<file path="src/rtl/mlc_seq_pkg.sv">
package mlc_seq_pkg;

  typedef enum logic [1:0] {
    OP_SNS_SOFT = 2'd0,
    OP_SNS_HARD = 2'd1,
    OP_PGM_HARD = 2'd2,
    OP_PGM_SOFT = 2'd3
  } cell_op_e;

  typedef enum logic [1:0] {
    LT_SOFT  = 2'd0,
    LT_HARD  = 2'd1,
    LT_MIXED = 2'd2
  } line_e;

  typedef enum logic [2:0] {
    J_RD_ONE  = 3'd0,
    J_RD_TWO  = 3'd1,
    J_WR_ONE  = 3'd2,
    J_WR_TWO  = 3'd3,
    J_WR_KEEP = 3'd4
  } job_e;

  function automatic job_e pick_job(line_e t, logic wr);
    job_e j;
    if (!wr) j = (t == LT_SOFT) ? J_RD_ONE : J_RD_TWO;
    else if (t == LT_SOFT) j = J_WR_ONE;
    else if (t == LT_HARD) j = J_WR_KEEP;
    else j = J_WR_TWO;
    return j;
  endfunction

  function automatic logic [1:0] job_steps(job_e j);
    logic [1:0] n;
    case (j)
      J_RD_ONE, J_WR_ONE: n = 2'd1;
      J_WR_KEEP:          n = 2'd3;
      default:            n = 2'd2;
    endcase
    return n;
  endfunction

  function automatic logic job_is_write(job_e j);
    return (j == J_WR_ONE) || (j == J_WR_TWO) || (j == J_WR_KEEP);
  endfunction

  function automatic cell_op_e job_op(job_e j, logic [1:0] idx);
    cell_op_e op;
    case (j)
      J_RD_ONE:  op = OP_SNS_SOFT;
      J_RD_TWO:  op = (idx == 2'd0) ? OP_SNS_SOFT : OP_SNS_HARD;
      J_WR_ONE:  op = OP_PGM_SOFT;
      J_WR_TWO:  op = (idx == 2'd0) ? OP_PGM_HARD : OP_PGM_SOFT;
      default:   op = (idx == 2'd0) ? OP_SNS_SOFT :
                      (idx == 2'd1) ? OP_PGM_HARD : OP_PGM_SOFT;
    endcase
    return op;
  endfunction

endpackage

</file>
<file path="src/rtl/mlc_line_map.sv">
module mlc_line_map
  import mlc_seq_pkg::*;
#(
  parameter int LINE_W  = 16,
  parameter int LINE_AW = 4,
  localparam int HALF   = LINE_W / 2
) (
  input  logic               cfg_split,
  input  logic               wr,
  input  logic [LINE_AW-1:0] line,
  output logic [LINE_AW-2:0] row,
  output logic               half,
  output logic [LINE_W-1:0]  mask,
  output line_e              ltype,
  output job_e               job
);

  localparam logic [LINE_W-1:0] LO_MASK = {{HALF{1'b0}}, {HALF{1'b1}}};
  localparam logic [LINE_W-1:0] HI_MASK = {{HALF{1'b1}}, {HALF{1'b0}}};

  assign row   = line[LINE_AW-1:1];
  assign half  = line[0];
  assign ltype = cfg_split ? (line[0] ? LT_HARD : LT_SOFT) : LT_MIXED;
  assign job   = pick_job(ltype, wr);
  assign mask  = cfg_split ? '1 : (line[0] ? HI_MASK : LO_MASK);

endmodule

</file>
<file path="src/rtl/mlc_step_timer.sv">
module mlc_step_timer #(
  parameter int STEP_CYC = 3,
  localparam int CW = (STEP_CYC > 1) ? $clog2(STEP_CYC) : 1
) (
  input  logic clk,
  input  logic rst_n,
  input  logic run,
  input  logic restart,
  output logic last
);

  logic [CW-1:0] cnt_q;

  assign last = run && (cnt_q == CW'(STEP_CYC - 1));

  always_ff @(posedge clk or negedge rst_n) begin
    if (!rst_n)                 cnt_q <= '0;
    else if (restart || !run)   cnt_q <= '0;
    else if (last)              cnt_q <= '0;
    else                        cnt_q <= cnt_q + 1'b1;
  end

endmodule

</file>
<file path="src/rtl/mlc_bit_pack.sv">
module mlc_bit_pack
  import mlc_seq_pkg::*;
#(
  parameter int LINE_W = 16,
  localparam int HALF  = LINE_W / 2
) (
  input  line_e              ltype,
  input  logic               half,
  input  logic [LINE_W-1:0]  wdata,
  input  logic [LINE_W-1:0]  soft_rd,
  input  logic [LINE_W-1:0]  hard_rd,
  output logic [LINE_W-1:0]  soft_w,
  output logic [LINE_W-1:0]  hard_w,
  output logic [LINE_W-1:0]  rd_line
);

  logic [HALF-1:0]   il_s, il_h, sel_s, sel_h;
  logic [LINE_W-1:0] il_rd;

  assign sel_s = half ? soft_rd[LINE_W-1:HALF] : soft_rd[HALF-1:0];
  assign sel_h = half ? hard_rd[LINE_W-1:HALF] : hard_rd[HALF-1:0];

  for (genvar j = 0; j < HALF; j++) begin : g_cell
    assign il_s[j]        = wdata[2*j];
    assign il_h[j]        = wdata[2*j+1];
    assign il_rd[2*j]     = sel_s[j];
    assign il_rd[2*j+1]   = sel_h[j];
  end

  always_comb begin
    case (ltype)
      LT_SOFT: begin
        soft_w  = wdata;
        hard_w  = '0;
        rd_line = soft_rd;
      end
      LT_HARD: begin
        soft_w  = '0;
        hard_w  = wdata;
        rd_line = hard_rd;
      end
      default: begin
        soft_w  = half ? {il_s, {HALF{1'b0}}} : {{HALF{1'b0}}, il_s};
        hard_w  = half ? {il_h, {HALF{1'b0}}} : {{HALF{1'b0}}, il_h};
        rd_line = il_rd;
      end
    endcase
  end

endmodule

</file>
<file path="src/rtl/mlc_line_seq.sv">
module mlc_line_seq
  import mlc_seq_pkg::*;
#(
  parameter int LINE_W   = 16,
  parameter int ROWS     = 8,
  parameter int STEP_CYC = 3,
  localparam int ROW_AW  = (ROWS > 1) ? $clog2(ROWS) : 1,
  localparam int LINE_AW = ROW_AW + 1
) (
  input  logic               clk,
  input  logic               rst_n,
  input  logic               cfg_split,
  input  logic               req_valid,
  output logic               req_ready,
  input  logic               req_write,
  input  logic [LINE_AW-1:0] req_line,
  input  logic [LINE_W-1:0]  req_wdata,
  output logic               rsp_done,
  output logic [LINE_W-1:0]  rsp_rdata,
  output logic               arr_act,
  output logic [1:0]         arr_op,
  output logic               arr_last,
  output logic [ROW_AW-1:0]  arr_row,
  output logic [LINE_W-1:0]  arr_mask,
  output logic [LINE_W-1:0]  arr_wdata,
  output logic [LINE_W-1:0]  arr_ref,
  input  logic [LINE_W-1:0]  arr_rdata
);

  // decoded request
  logic [ROW_AW-1:0] m_row;
  logic              m_half;
  logic [LINE_W-1:0] m_mask;
  line_e             m_ltype;
  job_e              m_job;

  mlc_line_map #(.LINE_W(LINE_W), .LINE_AW(LINE_AW)) map_i (
    .cfg_split (cfg_split),
    .wr        (req_write),
    .line      (req_line),
    .row       (m_row),
    .half      (m_half),
    .mask      (m_mask),
    .ltype     (m_ltype),
    .job       (m_job)
  );

  // held request state
  logic              busy_q, done_q, half_q;
  logic [1:0]        step_q;
  job_e              job_q;
  line_e             ltype_q;
  logic [ROW_AW-1:0] row_q;
  logic [LINE_W-1:0] mask_q, wdata_q, soft_q, hard_q, rdata_q;

  // named internal events
  logic     accept_w, step_last_w, seq_end_w;
  cell_op_e cur_op;

  assign accept_w = req_valid && !busy_q;
  assign cur_op   = job_op(job_q, step_q);

  mlc_step_timer #(.STEP_CYC(STEP_CYC)) tmr_i (
    .clk     (clk),
    .rst_n   (rst_n),
    .run     (busy_q),
    .restart (accept_w),
    .last    (step_last_w)
  );

  assign seq_end_w = step_last_w && (step_q == job_steps(job_q) - 2'd1);

  // values as they will be after this cycle's capture
  logic [LINE_W-1:0] soft_nx, hard_nx, soft_w, hard_w, rd_line;
  assign soft_nx = (step_last_w && cur_op == OP_SNS_SOFT) ? arr_rdata : soft_q;
  assign hard_nx = (step_last_w && cur_op == OP_SNS_HARD) ? arr_rdata : hard_q;

  mlc_bit_pack #(.LINE_W(LINE_W)) pack_i (
    .ltype   (ltype_q),
    .half    (half_q),
    .wdata   (wdata_q),
    .soft_rd (soft_nx),
    .hard_rd (hard_nx),
    .soft_w  (soft_w),
    .hard_w  (hard_w),
    .rd_line (rd_line)
  );

  always_ff @(posedge clk or negedge rst_n) begin
    if (!rst_n) begin
      busy_q  <= 1'b0;
      done_q  <= 1'b0;
      half_q  <= 1'b0;
      step_q  <= '0;
      job_q   <= J_RD_ONE;
      ltype_q <= LT_SOFT;
      row_q   <= '0;
      mask_q  <= '0;
      wdata_q <= '0;
      soft_q  <= '0;
      hard_q  <= '0;
      rdata_q <= '0;
    end else begin
      done_q <= 1'b0;
      if (accept_w) begin
        busy_q  <= 1'b1;
        step_q  <= '0;
        job_q   <= m_job;
        ltype_q <= m_ltype;
        row_q   <= m_row;
        half_q  <= m_half;
        mask_q  <= m_mask;
        wdata_q <= req_wdata;
      end else if (step_last_w) begin
        soft_q <= soft_nx;
        hard_q <= hard_nx;
        if (seq_end_w) begin
          busy_q <= 1'b0;
          done_q <= 1'b1;
          if (!job_is_write(job_q)) rdata_q <= rd_line;
        end else begin
          step_q <= step_q + 2'd1;
        end
      end
    end
  end

  always_comb begin
    case (cur_op)
      OP_PGM_HARD: arr_wdata = hard_w;
      OP_PGM_SOFT: arr_wdata = (job_q == J_WR_KEEP) ? soft_q : soft_w;
      default:     arr_wdata = '0;
    endcase
  end

  assign req_ready = !busy_q;
  assign rsp_done  = done_q;
  assign rsp_rdata = rdata_q;
  assign arr_act   = busy_q;
  assign arr_op    = cur_op;
  assign arr_last  = step_last_w;
  assign arr_row   = row_q;
  assign arr_mask  = mask_q;
  assign arr_ref   = soft_q;

endmodule

</file>
<file path="config.mk">
export PLATFORM = sky130hd
export DESIGN_NAME = mlc_line_seq
export DESIGN_NICKNAME = d
export VERILOG_FILES = /design/src/rtl/mlc_seq_pkg.sv /design/src/rtl/mlc_line_map.sv /design/src/rtl/mlc_step_timer.sv /design/src/rtl/mlc_bit_pack.sv /design/src/rtl/mlc_line_seq.sv
export SDC_FILE = /design/constraint.sdc
export NUM_CORES = 1
export LEC_CHECK = 0
export BUFFER_PORTS_ARGS = -buffer_cell sky130_fd_sc_hd__buf_2
export CELL_PAD_IN_SITES_DETAIL_PLACEMENT = 0
export CELL_PAD_IN_SITES_GLOBAL_PLACEMENT = 1
export CORE_MARGIN = 8
export CORE_UTILIZATION = 38
export CTS_CLUSTER_DIAMETER = 50
export CTS_CLUSTER_SIZE = 10
export DETAILED_ROUTE_END_ITERATION = 8
export GPL_TIMING_DRIVEN = 0
export PLACE_DENSITY_LB_ADDON = 0.08
export SLEW_MARGIN = 20
export SYNTH_ARGS = -nofsm -noshare
export SYNTH_HDL_FRONTEND = slang
export SYNTH_SLANG_ARGS = --single-unit
</file>
<file path="constraint.sdc">
create_clock -name clk -period 7.5 [get_ports clk]
set_clock_uncertainty 0.15 [all_clocks]
set_input_delay 0.75 -clock clk [delete_from_list [all_inputs] [get_ports clk]]
set_output_delay 0.75 -clock clk [all_outputs]
set_load 0.01 [all_outputs]
</file>
* After elaboration in Yosys (flattened, before gate mapping)
Index checks and enable logic that the tools add are counted.
** Word-level totals
- Bits in registers :: 95
- Input bits :: 41
- Output and inout port bits :: 73
- Logic and storage cells :: 88
** Cells by class
- Add/subtract/negate cells :: 3
- Equality and inequality tests :: 13
- Muxes and demuxes :: 36
- Bitwise logic cells :: 2
- Reductions and logical operators :: 21
** Operator list (number)
- 16-bit one-hot mux with 2 select lines :: 4
- 16-bit two-way mux :: 7
- 8-bit two-way mux :: 2
- 2-bit two-way mux :: 7
- 1-bit two-way mux :: 11
- 3-bit two-way mux :: 3
- 2-bit by 1-bit equality test with 1-bit output (second input constant) :: 4
- 2-bit logical NOT :: 4
- 2-bit one-hot mux with 4 select lines :: 1
- 2-bit equality test (second input constant) :: 3
- 3-bit by 2-bit equality test with 1-bit output (second input constant) :: 2
- 2-bit AND reduction :: 3
- 1-bit logical AND :: 5
- 2-bit by 1-bit adder with 2-bit output (second input constant) :: 2
- 2-bit one-hot mux with 2 select lines :: 1
- 4-bit AND reduction :: 1
- 2-bit nonzero test :: 2
- 3-bit by 1-bit equality test with 1-bit output (second input constant) :: 1
- 3-bit equality test (second input constant) :: 1
- 3-bit logical NOT :: 1
- 1-bit logical OR :: 3
- 2-bit equality test :: 1
- 2-bit by 1-bit != test with 1-bit output (second input constant) :: 1
- 1-bit inverter :: 2
- other kinds (3) :: 3

* Logic depth before layout (Yosys ltp)
- Depth after elaboration :: 9
- Mapped depth :: 9
- Gate-level depth less buffers :: 8

* Hierarchy
A second synthesis with hierarchy kept.
** Second synthesis, totals
- Cell total of the unflattened synthesis :: 534
- Area, all modules :: 5639.2 um2
** By module, submodules not included
- mlc_line_seq :: instances 1, cells an instance 406, area an instance 4453.0 um2, seq. area each 2327.2 um2
- mlc_bit_pack :: instances 1, cells an instance 97, area an instance 919.6 um2, seq. area each 0.0 um2
- mlc_line_map :: instances 1, cells an instance 26, area an instance 180.2 um2, seq. area each 0.0 um2
- mlc_step_timer :: instances 1, cells an instance 5, area an instance 86.3 um2, seq. area each 50.0 um2

* Worst setup path after synthesis
No wires, ideal clock.
- Kind :: flip-flop to output port
- Start point :: register step_q[0]
- End point :: output port arr_wdata[15]
- Data arrival time :: 1981 ps
- Data required time :: 6600 ps
- Setup slack :: 4619 ps
- Stages on the path, launching flop included :: 9
- Path buffers :: 0
- Path through :: dfrtp_1 -> inv_1 -> ha_1 -> nand2_1 -> nor3b_1 -> nor2_1 -> inv_1 -> o211ai_1 -> a21boi_0
** Between the ends
- Longest elaborated chain between the ends :: 6
- Elaborated cells on any way between the ends :: 10
- Those cells by class :: eq/ne: 3; mux: 6; reduce/logical: 1
** RTL lines
- from (decl) :: RTL line mlc_line_seq.sv:50 : logic [1:0] step_q;
- from (signal assigned) :: RTL line mlc_line_seq.sv:122 : step_q <= step_q + 2'd1;
- 2-bit by 1-bit equality test with 1-bit output :: RTL line mlc_seq_pkg.sv:55 : (idx == 2'd1) ? OP_PGM_HARD : OP_PGM_SOFT;
- 1-bit two-way mux :: RTL line mlc_seq_pkg.sv:55
- 2-bit two-way mux :: RTL line mlc_seq_pkg.sv:54 : default: op = (idx == 2'd0) ? OP_SNS_SOFT :
- 2-bit one-hot mux with 4 select lines (*) :: RTL line mlc_seq_pkg.sv:49 : case (j)
- via arr_op[0] :: RTL line mlc_line_seq.sv:21 : output logic [1:0] arr_op,
- 2-bit equality test :: RTL line mlc_line_seq.sv:129 : case (cur_op)
- 16-bit one-hot mux with 2 select lines (*) :: RTL line mlc_line_seq.sv:129
- to (decl) :: RTL line mlc_line_seq.sv:25 : output logic [LINE_W-1:0] arr_wdata,
The timed path passes the listed nets; every way through them passes the cells marked *.

* Worst setup path in the final report
- Start point :: register step_q[0]
- End point :: output port arr_wdata[15]
** Between the ends
- Longest elaborated chain between the ends :: 6
- Elaborated cells on any way between the ends :: 10
- Those cells by class :: eq/ne: 3; mux: 6; reduce/logical: 1
** RTL lines (RTL line)
- 2-bit by 1-bit equality test with 1-bit output :: mlc_seq_pkg.sv:55
- 1-bit two-way mux :: mlc_seq_pkg.sv:55
- 2-bit two-way mux :: mlc_seq_pkg.sv:54
- 2-bit one-hot mux with 4 select lines (*) :: mlc_seq_pkg.sv:49
- 2-bit equality test :: mlc_line_seq.sv:129
- 16-bit one-hot mux with 2 select lines (*) :: mlc_line_seq.sv:129
Every way passes the cells marked *; elsewhere a longest branch is shown, timed or not.

==> metrics.md <==
| Metric | Value |
|---|---|
| FFs w/ async S/R, synth | `100%` |
| Period minus WS final | `4000 ps` |
| GP Congestion | `0.861` |
| Design area | `5730 µm²` |
| Initial Utilization | `39.1%` |
| DR DRC count | `0` |
| Vias/cell | `5.89` |
| Buf/Inv on CP | `3` |
| Clk Tree Root Cell | `clkbuf_16` |
| Setup crit end kind | `output port` |
| Sequential cell area fraction in the yosys report | `43.2%` |
| Power Dens Cells | `490 nW/µm²` |
| Area share of fa/ha/maj cells after synthesis | `0.533%` |
| Antenna violations before repair | `0` |
| Synthesis-to-finish area growth | `22.1%` |
| Synth Area in XOR/XNOR | `0.187%` |
| Worst Path Required | `6600 ps` |
| Slowest cell on crit path | `nor3b_1` |
| Crit share post-route | `53.3%` |
| Unrepaired setup endpoints after global routing | `false` |
| Largest net degree at the start of global routing | `49` |
| Area of the mapped netlist | `4690 µm²` |
| ANT cells | `0` |
| Worst-path clk slew | `60 ps` |
| Final core utilization | `47.7%` |
| Fin nets | `681` |
| Worst-Margin Slew | `1090 ps` |
| DP Wirelength | `12800 µm` |
| Number of H-tree levels | `3` |
| Achievable Freq | `250 MHz` |
| Worst-Skew Late Latency | `350 ps` |
| Core area | `12000 µm²` |
| Worst Path Max Fanout | `8` |
| Post-cts hold buffer count | `0` |
| GRT Util Overall | `21.2%` |
| Worst Hold Class | `primary input to asynchronous set/reset pin` |
| Number of synthesized flops with an enable pin | `0` |
| Maximum vdd drop | `0.196 mV` |
| Cell row count | `40` |
| Status | `completed` |
| Die width | `127 µm` |
| Via count | `4646` |
| Synth Flop Type | `dfrtp_1` |
| Synth cell types | `56` |
| Ports | `114` |
| Worst slew margin | `27.3%` |
| Post-DP Area | `5460 µm²` |
| Non-filler cells, final | `789` |
| Detail Route Antenna Nets | `0` |
| Post CTS Setup Buffer Count | `0` |
| Vias in the first global route | `4715` |
| Yosys warning total | `0` |
| Clk buf depth | `2` |
| Fin Setup TNS | `0 ps` |
| Tot Pwr | `2.81 mW` |
| Die area | `16200 µm²` |
| WL final | `17100 µm` |
| Number of fill cells | `1211` |
| Global-route wire length before repair | `26700 µm` |
| Critical Path Start Type | `flip-flop` |
| Net count after synthesis | `556` |
| TritonCTS buffer count | `9` |
| Cell count after synthesis | `513` |
| Post-CTS Resized | `0` |
| Clock sinks | `81` |
| Largest family of logic cells by synthesized area | `compound AO/OA/AOI/OAI gates` |
| Most common cell after layout, fill and taps aside | `buf_2` |
| Drt pass-1 iters | `9` |
| Die height | `127 µm` |
| WS Path Type | `flip-flop to output port` |
| Compound-Gate Fraction of Synth Area | `24.4%` |
| Leak pwr | `2.65 nW` |
| CP dominant cell by count | `inv_1` |
| Global route total overflow | `0` |
| Worst Path Arrival | `3100 ps` |
| Post-synthesis area per instance | `9.15 µm²` |
| CTS tree | `done` |
| Cell family with most CP delay | `simple AND/OR/NAND/NOR gates` |
| Iteration-0 DRC Markers | `585` |
| Ratio of cells with drive above 1 in the final layout | `29.1%` |
| IO buf count | `113` |
| Simple-gate area share of the yosys netlist | `17.3%` |
| Placed insts | `774` |
| Setup violations, final | `0` |
| Final Hold Viols | `0` |
| Max stage delay on crit path | `880 ps` |
| Crit path cell chain | `inv_1, ha_1, nand2_1, nor3b_1, nor2_1, inv_1, o211ai_1, a21boi_0, buf_2` |
| Max Cap Viol | `0` |
| WL/cell | `21.7 µm` |
| Mux cell area share after synthesis | `7.57%` |
| Pins Over Slew Limit | `0` |
| Post-synthesis register bit count | `81` |
| Most frequent cells in the layout | `buf_2 (115), nand2_1 (92), dfrtp_1 (81)` |
## synth_stat cells, drive strengths merged (3+ instances only)
cell	number	area, µm²
a22oi	29	218
nand2	94	363
a221oi	5	50.0
nand3	12	60.1
a221o	6	60.1
or2	4	25.0
buf	24	173
and3	5	31.3
a21oi	21	105
o21ai	15	75.1
a222oi	14	140
o22a	4	35.0
a21o	5	37.5
nor2b	3	18.8
nor2	38	145
nand2b	4	25.0
mux2	25	285
nor3	11	55.1
nor3b	3	22.5
a22o	4	35.0
o211ai	8	60.1
inv	7	26.3
clkbuf	32	121
dfrtp	81	2030
o32ai	14	123
a21boi	4	30.0
mux2i	7	70.1
a31oi	12	75.1
a32oi	3	26.3
## worst paths after layout
kind                       depth (start not counted)             end  slack [ps]            from
max                                                9   arr_wdata[15]        3500       step_q[0]
min                                                1   rsp_rdata[13]         270           rst_n
max reg2reg                                        8   rsp_rdata[10]        4260       step_q[0]
min reg2reg                                        1  tmr_i.cnt_q[0]         290  tmr_i.cnt_q[0]
max in group asynchronous                          2      wdata_q[2]        6310           rst_n
min in group clk                                   1  tmr_i.cnt_q[0]         290  tmr_i.cnt_q[0]
## worst register-to-register path: stages, from the launching register on
cell,delay (ps)
dfrtp_1,460
inv_1,140
ha_1,310
nand2_1,130
nor3b_1,880
buf_2,370
nor3_1,80
a221oi_1,450
o211ai_1,130
## cell families after synthesis
logic type,Yosys count
compound gates,153
xor+xnor,1
fa+ha+maj,2
buf+inv,63
flops,81
mux,32
simple gates,181
## area by class of cell
| class | count | area [µm²] | share of cell area, % |
|---|---|---|---|
| clock inverter | 3 | 17.5 | 0.306 |
| inverter | 7 | 26.3 | 0.459 |
| sequential | 81 | 2030 | 35.4 |
| timing repair buffer | 114 | 588 | 10.3 |
| multi-input combinational | 369 | 2340 | 40.9 |
| tap | 147 | 184 | 3.21 |
| clock buffer | 12 | 246 | 4.30 |
| buffer | 56 | 294 | 5.13 |
## per-layer routing
metal  global-route usage [%]  vias to the layer above  part of all wire (%)
met3                     6.07                       29                   7.4
met1                     27.4                     2247                    44
met4                     8.19                        0                   2.3
li1                         -                     2148                     -
met2                     32.8                      222                    46
met5                        0                        -                     0
## where the power goes
part	internal [mW]	switching, mW
registers	0.647	0.213
logic	0.609	0.925
clock network	0.231	0.182
total	1.49	1.32
## registers in the layout (all words and copies together), names as in the netlist, 3 cells and up
name,count
rsp_rdata,16
hard_q,16
arr_row,3
wdata_q,16
arr_ref,16
job_q,3
## stage by stage
stage | hold WS, ps | setup WS [ps]
floorplan | 267 | 4620
global placement | 278 | 3960
detailed placement | 292 | 3930
CTS | 300 | 3540
global route | 314 | 3360
finish | 273 | 3500
(Power assumes the default switching activity.)
